**src/rtl/ulpi_serial_pkg.sv**
```systemverilog
package ulpi_serial_pkg;

  typedef enum logic [1:0] {
    MODE_SYNC  = 2'd0,
    MODE_SIX   = 2'd1,
    MODE_THREE = 2'd2
  } busMode_e;

  // strobes from the control FSM to the pin datapath
  typedef struct packed {
    logic powerDown;
    logic sixPin;
    logic threePin;
    logic exitSerial;
  } ctrlStrobe_t;

  localparam int BUS_W      = 8;
  localparam int PIN_TXEN   = 0;
  localparam int PIN_DAT    = 1;
  localparam int PIN_SE0    = 2;
  localparam int PIN_INT    = 3;
  localparam int PIN_RXDP   = 4;
  localparam int PIN_RXDM   = 5;
  localparam int PIN_RXDIFF = 6;
  localparam int RSV_LO3    = 3;

endpackage

```
**src/rtl/ulpi_serial_ctrl.sv**
```systemverilog
module ulpi_serial_ctrl
  import ulpi_serial_pkg::*;
(
  input  logic        clk,
  input  logic        rstN,
  input  logic        chipSelN,
  input  logic        stp,
  input  logic        reqSixPin,
  input  logic        reqThreePin,
  output ctrlStrobe_t strobe,
  output logic        modeBitsClr
);

  busMode_e modeQ, modeD;
  logic sixPrevQ, threePrevQ;
  logic sixRise, threeRise, powerDown, exitSerial;

  assign powerDown  = chipSelN;
  assign sixRise    = reqSixPin & ~sixPrevQ;
  assign threeRise  = reqThreePin & ~threePrevQ;
  assign exitSerial = !powerDown && stp && (modeQ != MODE_SYNC);

  always_comb begin
    modeD = modeQ;
    if (powerDown) begin
      modeD = MODE_SYNC;
    end else begin
      case (modeQ)
        MODE_SYNC: begin
          if (sixRise)        modeD = MODE_SIX;
          else if (threeRise) modeD = MODE_THREE;
        end
        default: begin
          if (stp) modeD = MODE_SYNC;
        end
      endcase
    end
  end

  always_ff @(posedge clk or negedge rstN) begin
    if (!rstN) begin
      modeQ       <= MODE_SYNC;
      sixPrevQ    <= 1'b0;
      threePrevQ  <= 1'b0;
      modeBitsClr <= 1'b0;
    end else begin
      modeQ       <= modeD;
      sixPrevQ    <= reqSixPin;
      threePrevQ  <= reqThreePin;
      modeBitsClr <= exitSerial;
    end
  end

  assign strobe.powerDown  = powerDown;
  assign strobe.sixPin     = !powerDown && (modeQ == MODE_SIX);
  assign strobe.threePin   = !powerDown && (modeQ == MODE_THREE);
  assign strobe.exitSerial = exitSerial;

  // stop returns to synchronous mode one clock later
  a_r9_exit_to_sync: assert property (@(posedge clk) disable iff (!rstN)
    exitSerial |=> (modeQ == MODE_SYNC));

  // the clear strobe never lasts two cycles
  a_r9_clr_single: assert property (@(posedge clk) disable iff (!rstN)
    modeBitsClr |=> !modeBitsClr);

  // power-down leaves the mode register in synchronous mode
  a_r2_pd_sync: assert property (@(posedge clk) disable iff (!rstN)
    powerDown |=> (modeQ == MODE_SYNC));

  // at most one serial mode is active
  a_r3_one_mode: assert property (@(posedge clk) disable iff (!rstN)
    $onehot0({strobe.sixPin, strobe.threePin}));

endmodule

```
**src/rtl/ulpi_serial_path.sv**
```systemverilog
module ulpi_serial_path
  import ulpi_serial_pkg::*;
#(
  parameter int INT_W = 5
) (
  input  logic              clk,
  input  logic              rstN,
  input  ctrlStrobe_t       strobe,
  input  logic [2:0]        linkPins,
  input  logic              rxDp,
  input  logic              rxDm,
  input  logic              rxDiff,
  input  logic              rxSe0,
  input  logic [INT_W-1:0]  intEvents,
  input  logic [INT_W-1:0]  intMask,
  input  logic              intClr,
  input  logic [BUS_W-1:0]  syncDataOut,
  input  logic              syncDataOe,
  input  logic              syncDir,
  input  logic              syncNxt,
  output logic [BUS_W-1:0]  dataOut,
  output logic [BUS_W-1:0]  dataOe,
  output logic              dirOut,
  output logic              dirOe,
  output logic              nxtOut,
  output logic              nxtOe,
  output logic              clkOe,
  output logic              pullDownEn,
  output logic              txEn,
  output logic              txDat,
  output logic              txSe0
);

  logic intLatchQ, serialOn, unmaskedHit;

  assign serialOn    = strobe.sixPin | strobe.threePin;
  assign unmaskedHit = |(intEvents & ~intMask);

  // interrupt latch: exit wins, then a new event, then the read-clear
  always_ff @(posedge clk or negedge rstN) begin
    if (!rstN) begin
      intLatchQ <= 1'b0;
    end else if (!serialOn || strobe.exitSerial) begin
      intLatchQ <= 1'b0;
    end else if (unmaskedHit) begin
      intLatchQ <= 1'b1;
    end else if (intClr) begin
      intLatchQ <= 1'b0;
    end
  end

  assign pullDownEn = strobe.powerDown;
  assign dirOe      = !strobe.powerDown;
  assign nxtOe      = !strobe.powerDown;
  assign clkOe      = !strobe.powerDown;

  always_comb begin
    dataOut = '0;
    dataOe  = '0;
    dirOut  = 1'b0;
    nxtOut  = 1'b0;
    txEn    = 1'b0;
    txDat   = 1'b0;
    txSe0   = 1'b0;
    if (strobe.powerDown) begin
      dataOe = '0;
    end else if (strobe.sixPin) begin
      dirOut              = 1'b1;
      dataOe[BUS_W-1:RSV_LO3] = '1;
      dataOut[PIN_INT]    = intLatchQ;
      dataOut[PIN_RXDP]   = rxDp;
      dataOut[PIN_RXDM]   = rxDm;
      dataOut[PIN_RXDIFF] = rxDiff;
      txEn                = linkPins[PIN_TXEN];
      txDat               = linkPins[PIN_DAT];
      txSe0               = linkPins[PIN_SE0];
    end else if (strobe.threePin) begin
      dirOut                  = 1'b1;
      dataOe[BUS_W-1:RSV_LO3] = '1;
      dataOut[PIN_INT]        = intLatchQ;
      txEn                    = linkPins[PIN_TXEN];
      if (linkPins[PIN_TXEN]) begin
        txDat = linkPins[PIN_DAT];
        txSe0 = linkPins[PIN_SE0];
      end else begin
        dataOe[PIN_DAT]  = 1'b1;
        dataOe[PIN_SE0]  = 1'b1;
        dataOut[PIN_DAT] = rxDiff;
        dataOut[PIN_SE0] = rxSe0;
      end
    end else begin
      dataOut = syncDataOut;
      dataOe  = {BUS_W{syncDataOe}};
      dirOut  = syncDir;
      nxtOut  = syncNxt;
    end
  end

  // block releases the turnaround pins when the link transmits
  a_r6_no_contention: assert property (@(posedge clk) disable iff (!rstN)
    (strobe.threePin && linkPins[PIN_TXEN]) |-> (dataOe[PIN_SE0:PIN_DAT] == 2'b00));

  // an unmasked event sets the latch at the next clock
  a_r7_int_set: assert property (@(posedge clk) disable iff (!rstN)
    (serialOn && !strobe.exitSerial && unmaskedHit) |=> intLatchQ);

  // leaving serial mode empties the latch
  a_r9_int_cleared: assert property (@(posedge clk) disable iff (!rstN)
    strobe.exitSerial |=> !intLatchQ);

  // nothing driven during power-down
  a_r1_float: assert property (@(posedge clk) disable iff (!rstN)
    strobe.powerDown |-> (dataOe == '0 && !txEn && pullDownEn));

endmodule

```
**src/rtl/ulpi_serial_mux.sv**
```systemverilog
module ulpi_serial_mux
  import ulpi_serial_pkg::*;
#(
  parameter int INT_W = 5
) (
  input  logic             clk,
  input  logic             rstN,
  input  logic             chipSelN,
  input  logic             stp,
  input  logic             reqSixPin,
  input  logic             reqThreePin,
  output logic             modeBitsClr,
  input  logic [7:0]       dataIn,
  output logic [7:0]       dataOut,
  output logic [7:0]       dataOe,
  output logic             dirOut,
  output logic             dirOe,
  output logic             nxtOut,
  output logic             nxtOe,
  output logic             clkOe,
  output logic             pullDownEn,
  input  logic [7:0]       syncDataOut,
  input  logic             syncDataOe,
  input  logic             syncDir,
  input  logic             syncNxt,
  input  logic             rxDp,
  input  logic             rxDm,
  input  logic             rxDiff,
  input  logic             rxSe0,
  output logic             txEn,
  output logic             txDat,
  output logic             txSe0,
  input  logic [INT_W-1:0] intEvents,
  input  logic [INT_W-1:0] intMask,
  input  logic             intClr
);

  ctrlStrobe_t strobe;
  logic unusedHiPins;

  // upper pins are only ever outputs of this block
  assign unusedHiPins = ^dataIn[7:3];

  ulpi_serial_ctrl u_ctrl (
    .clk         (clk),
    .rstN        (rstN),
    .chipSelN    (chipSelN),
    .stp         (stp),
    .reqSixPin   (reqSixPin),
    .reqThreePin (reqThreePin),
    .strobe      (strobe),
    .modeBitsClr (modeBitsClr)
  );

  ulpi_serial_path #(.INT_W(INT_W)) u_path (
    .clk         (clk),
    .rstN        (rstN),
    .strobe      (strobe),
    .linkPins    (dataIn[2:0]),
    .rxDp        (rxDp),
    .rxDm        (rxDm),
    .rxDiff      (rxDiff),
    .rxSe0       (rxSe0),
    .intEvents   (intEvents),
    .intMask     (intMask),
    .intClr      (intClr),
    .syncDataOut (syncDataOut),
    .syncDataOe  (syncDataOe),
    .syncDir     (syncDir),
    .syncNxt     (syncNxt),
    .dataOut     (dataOut),
    .dataOe      (dataOe),
    .dirOut      (dirOut),
    .dirOe       (dirOe),
    .nxtOut      (nxtOut),
    .nxtOe       (nxtOe),
    .clkOe       (clkOe),
    .pullDownEn  (pullDownEn),
    .txEn        (txEn),
    .txDat       (txDat),
    .txSe0       (txSe0)
  );

endmodule

```
**config.mk**
```make
export PLATFORM = sky130hd
export DESIGN_NAME = ulpi_serial_mux
export DESIGN_NICKNAME = d
export VERILOG_FILES = /design/src/rtl/ulpi_serial_pkg.sv /design/src/rtl/ulpi_serial_ctrl.sv /design/src/rtl/ulpi_serial_path.sv /design/src/rtl/ulpi_serial_mux.sv
export SDC_FILE = /design/constraint.sdc
export NUM_CORES = 1
export LEC_CHECK = 0
export CAP_MARGIN = 30
export CORE_MARGIN = 5
export CORE_UTILIZATION = 28
export CTS_BUF_LIST = sky130_fd_sc_hd__clkbuf_16
export CTS_CLUSTER_DIAMETER = 100
export DETAILED_ROUTE_END_ITERATION = 10
export GPL_ROUTABILITY_DRIVEN = 0
export PLACE_DENSITY = 0.83
export RECOVER_POWER = 50
export REMOVE_ABC_BUFFERS = 1
export SLEW_MARGIN = 25
export SYNTH_ARGS = -nofsm -noshare
export SYNTH_HDL_FRONTEND = slang
export SYNTH_SLANG_ARGS = --single-unit
```
**constraint.sdc**
```tcl
create_clock -name clk -period 1.4 [get_ports clk]
set_input_delay 0.14 -clock clk [delete_from_list [all_inputs] [get_ports clk]]
set_output_delay 0.14 -clock clk [all_outputs]
set_load 0.02 [all_outputs]
```
==> results.json, run 1 <==
{
  "rsz0062_at_grt": "yes",
  "relSlewSlack_pct": 75.4,
  "via_count": 821,
  "io_pins": 66,
  "clk_latency_ps": 230,
  "cts_sinks": 6,
  "synthesis.area_um2": 629,
  "fin_cells": 173,
  "crit_start": "u_ctrl.modeQ[0]",
  "drive_gt1_share_pct": 42.8,
  "first_iter_violations": 34,
  "min_period_over_period_pct": 116,
  "p_per_area_nw_per_um2": 759,
  "path_clk_slew_ps": 30,
  "antenna_cells": 0,
  "area_delta_synth_final_pct": 133,
  "worst_pin_slew_ps": 369,
  "critPathKind": "flip-flop to primary output",
  "ys_seq_area_share_pct": 23.9,
  "viasPerCell": 4.75,
  "skew_ps": 2.43,
  "grt_pass1_wl_mm": 3.59,
  "total_power_uw": 1120,
  "yosys.area.top_type": "dfrtp_1",
  "r2r_start": "u_ctrl.modeQ[0]",
  "portBuffers": 60,
  "ir_drop_mv": 0.833,
  "fp.dieW_um": 57.4,
  "crit_required_ps": 1260,
  "hold_violations": 0,
  "layout_setup_ws_ps": -224,
  "core_um2": 2170,
  "remaining_drc_errors": 0,
  "layout.nets": 187,
  "synth_area_leaders": "dfrtp_1, buf_4, inv_1",
  "synth_area_per_cell_um2": 8.07,
  "end_kind": "primary output",
  "ys_seq_elements": 6,
  "h-tree-depth": 1,
  "drv_cap": 0,
  "arrival_ps": 1480,
  "failed_checks": "negative setup slack",
  "root_buffer": "clkbuf_16",
  "leakage_uw": 0.000654,
  "status": "finished, violations left",
  "synth.top_cell.area_share_pct": 23.9,
  "report.final.slew_viol_count": 0,
  "core.rowCount": 17,
  "hpwl_mm": 1.94,
  "die_h_um": 57.4,
  "cts_max_path_buffers": 2,
  "ant_nets": 0,
  "wire_per_inst_um": 15.0,
  "yosysWarnings": 0,
  "netlist_instances": 78,
  "initial_core_util_pct": 29.0,
  "fmax_mhz": 616,
  "fillers": 185,
  "cts_tree": "yes",
  "period_needed_ps": 1620,
  "wl_mm": 2.60,
  "startpoint_type": "flip-flop",
  "hold_class": "input pin to async pin",
  "grt_max_degree": 8,
  "setup_viol": 23,
  "crit_fanout": 4,
  "antenna_found_initial": 0,
  "grt_pass1_vias": 815,
  "grt_usage_pct": 13.6,
  "dp_cells": 165,
  "gr-total-overflow": 0,
  "dieArea_um2": 3300,
  "ys_types": 28,
  "firstDrtPassIters": 4,
  "cts_made_buffers": 3
}
[path summary, 6_finish.rpt]
kind	to	slack (ps)	cells past startpoint
setup reg to reg	u_ctrl.modeQ[1]	-120	7
setup / recovery	txSe0	-220	5
min in group clk	u_ctrl.sixPrevQ	430	1
hold reg to reg	u_ctrl.modeQ[1]	530	2
max in group asynchronous	u_ctrl.modeQ[0]	930	1
hold / removal	u_ctrl.modeBitsClr	230	1
[Yosys cell counts]
cell / n
o22ai_1: 3
nor2_4: 1
buf_4: 8
nor3b_1: 1
nand4b_1: 1
and3_1: 5
inv_1: 9
clkbuf_1: 1
o31a_1: 1
nand4bb_1: 2
and2_1: 2
mux2_2: 1
a32oi_1: 1
nand2b_1: 2
a21oi_2: 1
nand3b_1: 1
mux2_4: 2
a31oi_1: 2
nor2_1: 9
nand3_1: 2
a22oi_1: 3
xnor2_1: 1
buf_6: 2
a21oi_1: 3
nand2_1: 5
dfrtp_1: 6
xor2_4: 1
nor3_1: 2
[sequential cells by signal, summed over array words and instances (netlist names)]
signal and count:
u_ctrl.modeQ 2, u_ctrl.threePrevQ 1, u_ctrl.modeBitsClr 1, u_path.intLatchQ 1, u_ctrl.sixPrevQ 1
[cell families after synthesis]
| family | share of synthesized area [%] |
|---|---|
| XOR/XNOR | 5.77 |
| buffers and inverters | 19.1 |
| AND/OR/NAND/NOR | 29.6 |
| flip-flops | 23.9 |
| multiplexers | 6.56 |
| AO/OA/AOI/OAI | 15.1 |
[placed cells by master, fill, tap and decap left out, drive strengths merged, types with 2 or more instances in the layout]
cell type	count
clkdlybuf4s50	33
buf	36
o22ai	3
a22oi	3
nor3	2
and3	5
inv	9
nor2	10
mux2	3
nand4bb	2
a31oi	2
dfrtp	6
and2	2
nand3	2
nand2	5
nand2b	2
a21oi	4
dlygate4sd3	2
dlygate4sd2	3
clkbuf	3
[cell type report]
cell class	instances	area, µm²	share of cell area, %
Timing Repair Buffer	75	731	49.7
Multi-Input combinational cell	52	442	30.1
Sequential cell	6	153	10.4
Clock buffer	3	75.1	5.11
Tap cell	28	35.0	2.39
Inverter	9	33.8	2.30
[critical path, cell delays in order (launching register included)]
cell and delay, ps:
dfrtp_2 490, buf_6 160, nand3b_1 170, a21oi_2 160, and2_4 160, buf_6 110
[what timing repair did]
| action | CTS | global route |
|---|---|---|
| hold buffers | 0 | 0 |
| endpoints found under the setup margin | 25 | 22 |
| gates cloned | 0 | 0 |
| pin swaps | 6 | 9 |
| buffers inserted | 4 | 2 |
| endpoints found under the hold margin | 0 | 0 |
| resized for setup | 122 | 27 |
[report_power, final]
group / switching [µW] / internal, µW
logic: 203 / 260
clock network: 91.6 / 366
registers: 11.0 / 183
[through the flow]
stage / TNS [ps] / hold slack (ps) / util (%) / worst slack, ps / instance area, µm²
5_1_grt: -4580 / 253 / 67.7 / -260 / 1470
6_report: -3460 / 231 / 67.7 / -224 / 1470
3_5_place_dp: -9720 / 399 / 57.8 / -465 / 1250
4_1_cts: -3020 / 162 / 61.6 / -194 / 1340
3_3_place_gp: -9050 / 392 / 57.8 / -410 / 1250
2_1_floorplan: -5310 / -156 / - / -902 / 543
[routing by layer]
layer / vias to the layer above / wire length (µm) / track usage [%]
met2: 35 / 1490 / 26.6
met3: 4 / 198 / 4.75
li1: 394 / - / -
met1: 388 / 884 / 13.1
met4: 0 / 28 / 3.64
met5: - / 0 / 0
No activity file was read; power rests on OpenSTA's default activity.
==> run 2: changes to the inputs <==
Settings changed: CTS_CLUSTER_DIAMETER 100 to not set, CTS_CLUSTER_SIZE set to 8.
==> results of run 2 <==
Same layout as run 1: the final DEF is identical, and so are final timing and power.
==> run 3: changes to the inputs <==
Settings changed: ABC_AREA set to 1, PLACE_DENSITY 0.83 to 0.84.
==> results.json, run 3 <==
{
  "grt_pass1_wl_mm": 3.84,
  "critPathKind": "flip-flop to primary output",
  "worst_r2r_endpoint": "u_ctrl.modeQ[1]",
  "post-synth-top-count-cell": "nand2_1",
  "ys_types": 15,
  "synth-edff-count": 0,
  "fmax_mhz": 643,
  "fp.dieW_um": 56.8,
  "drv_cap": 0,
  "initial_core_util_pct": 28.5,
  "antenna_found_initial": 0,
  "dieArea_um2": 3230,
  "p_per_area_nw_per_um2": 785,
  "leakage_uw": 0.000725,
  "synthesis.area_um2": 613,
  "failed_checks": "negative setup slack",
  "yosys.area.top_type": "dfrtp_1",
  "cts_sinks": 6,
  "report.final.slew_viol_count": 0,
  "synth_area_leaders": "dfrtp_1, nand2_1, inv_1",
  "path_clk_slew_ps": 30,
  "cts_made_buffers": 3,
  "ys_seq_area_share_pct": 24.5,
  "via_count": 882,
  "ff2ff_path_depth": 8,
  "synth_area_per_cell_um2": 6.01,
  "grt_util_met3_pct": 6.44,
  "dpl-instance-area_um2": 1260,
  "hpwl_mm": 1.93,
  "startpoint_type": "flip-flop",
  "synth-main-ff-cell": "dfrtp_1",
  "final_cell_mix": "clkdlybuf4s50_1, nand2_1, buf_4",
  "crit_fanout": 8,
  "cts_max_path_buffers": 2,
  "rsz0062_at_grt": "yes",
  "portBuffers": 60,
  "ant_nets": 0,
  "netlist_instances": 102,
  "busiest_layer": "met2",
  "synthArstFlopShare_pct": 100,
  "hold_class": "input pin to async pin",
  "h-tree-depth": 1,
  "worst_pin_slew_ps": 295,
  "synth.top_cell.area_share_pct": 24.5,
  "wl_mm": 2.49,
  "layout.nets": 211,
  "status": "finished, violations left",
  "layout_commonest_cell": "clkdlybuf4s50_1",
  "hold_violations": 0,
  "clk_latency_ps": 230,
  "relSlewSlack_pct": 80.3,
  "area_delta_synth_final_pct": 129,
  "grt_max_degree": 10,
  "drive_gt1_share_pct": 34.3,
  "crit_required_ps": 1260,
  "antenna_cells": 0,
  "largest_reg_flops": 2,
  "core_um2": 2150,
  "root_buffer": "clkbuf_16",
  "preCtsSetupSlack_ps": -661,
  "wire_per_inst_um": 12.7,
  "gr-total-overflow": 0,
  "remaining_drc_errors": 0,
  "min_period_over_period_pct": 111,
  "setup_viol": 17,
  "r2r_start": "u_ctrl.modeQ[1]",
  "skew_ps": 0.105,
  "cts_tree": "yes",
  "grt_usage_pct": 15.4,
  "ys_top_cells_by_count": "nand2_1, inv_1, nor2_1",
  "stdcell_area_um2": 1400,
  "end_kind": "primary output",
  "grt_pass1_vias": 867,
  "regMostFlops": "u_ctrl.modeQ",
  "io_pins": 66,
  "period_needed_ps": 1550,
  "ys_seq_elements": 6,
  "layout_setup_ws_ps": -155,
  "first_iter_violations": 20,
  "yosysWarnings": 0,
  "ff2ff_setup_slack_ps": 280,
  "ir_drop_mv": 0.792,
  "fin_hold_ws_ps": 234,
  "firstDrtPassIters": 4,
  "viasPerCell": 4.48,
  "use_met1_pct": 15.3,
  "met2_usage_pct": 27.1,
  "arrival_ps": 1410,
  "core.rowCount": 17,
  "die_h_um": 56.8
}
==> run 3: worst max-delay path by stage <==
| stage | cells after the start | start | slack, ps | end |
|---|---|---|---|---|
| after floorplan | 5 | u_ctrl.modeQ[0] | -1160 | dataOe[3] |
| after CTS | 7 | u_ctrl.modeQ[1] | -150 | dataOut[6] |
| after detailed placement | 7 | chipSelN | -660 | dataOe[3] |
| after global placement | 7 | chipSelN | -600 | dataOe[4] |
| after global routing | 7 | u_ctrl.modeQ[1] | -220 | dataOut[5] |
| final | 7 | u_ctrl.modeQ[1] | -150 | dataOut[5] |
==> run 3: layer usage <==
metal  vias to the layer above  wire [µm]
met4                         0         49
met5                         -          0
li1                        443          -
met3                         6        168
met1                       398        857
met2                        35       1420
==> run 3: cells by family after synthesis <==
logic type	Yosys count	synth area share, %
buffers and inverters	29	25.9
AOI/OAI and AO/OA	9	7.35
DFF	6	24.5
and+or+nand+nor	58	42.2
==> run 3: metrics by stage <==
stage | TNS, ps | power, µW | utilization (%) | instances
2_1_floorplan | -6100 | 357 | - | 92
3_3_place_gp | -12070 | 604 | 58.5 | 192
3_5_place_dp | -12490 | 613 | 58.5 | 192
4_1_cts | -1520 | 1090 | 62.9 | 196
5_1_grt | -3150 | 1150 | 65.2 | 197
6_report | -1620 | 1100 | 65.2 | 197
==> run 3: cell type report <==
| cell class | instances | area [µm²] |
|---|---|---|
| Inverter | 19 | 76.3 |
| Clock buffer | 3 | 75.1 |
| Fill cell | 165 | 747 |
| Sequential cell | 6 | 151 |
| Timing Repair Buffer | 74 | 693 |
| Tap cell | 28 | 35.0 |
| Multi-Input combinational cell | 67 | 370 |
==> run 3: timing repair <==
item / CTS / global route
hold buffers: 0 / 0
setup buffers: 1 / 1
gates resized for setup: 121 / 14
pin swaps: 3 / 6
setup endpoints to repair: 25 / 21
==> run 3: critical path: stages, from the launching register on <==
cell and delay, ps:
dfrtp_1 410, buf_6 140, nand3_4 50, buf_6 140, buf_12 120, nand3_2 60
a21oi_2 130, buf_4 150
==> run 3: where the power goes <==
group	switching [µW]	total [µW]	internal, µW	leakage (µW)
Combinational	212	444	232	0.000612
Clock	93.2	459	366	0.0000370
Sequential	9.74	196	186	0.0000762
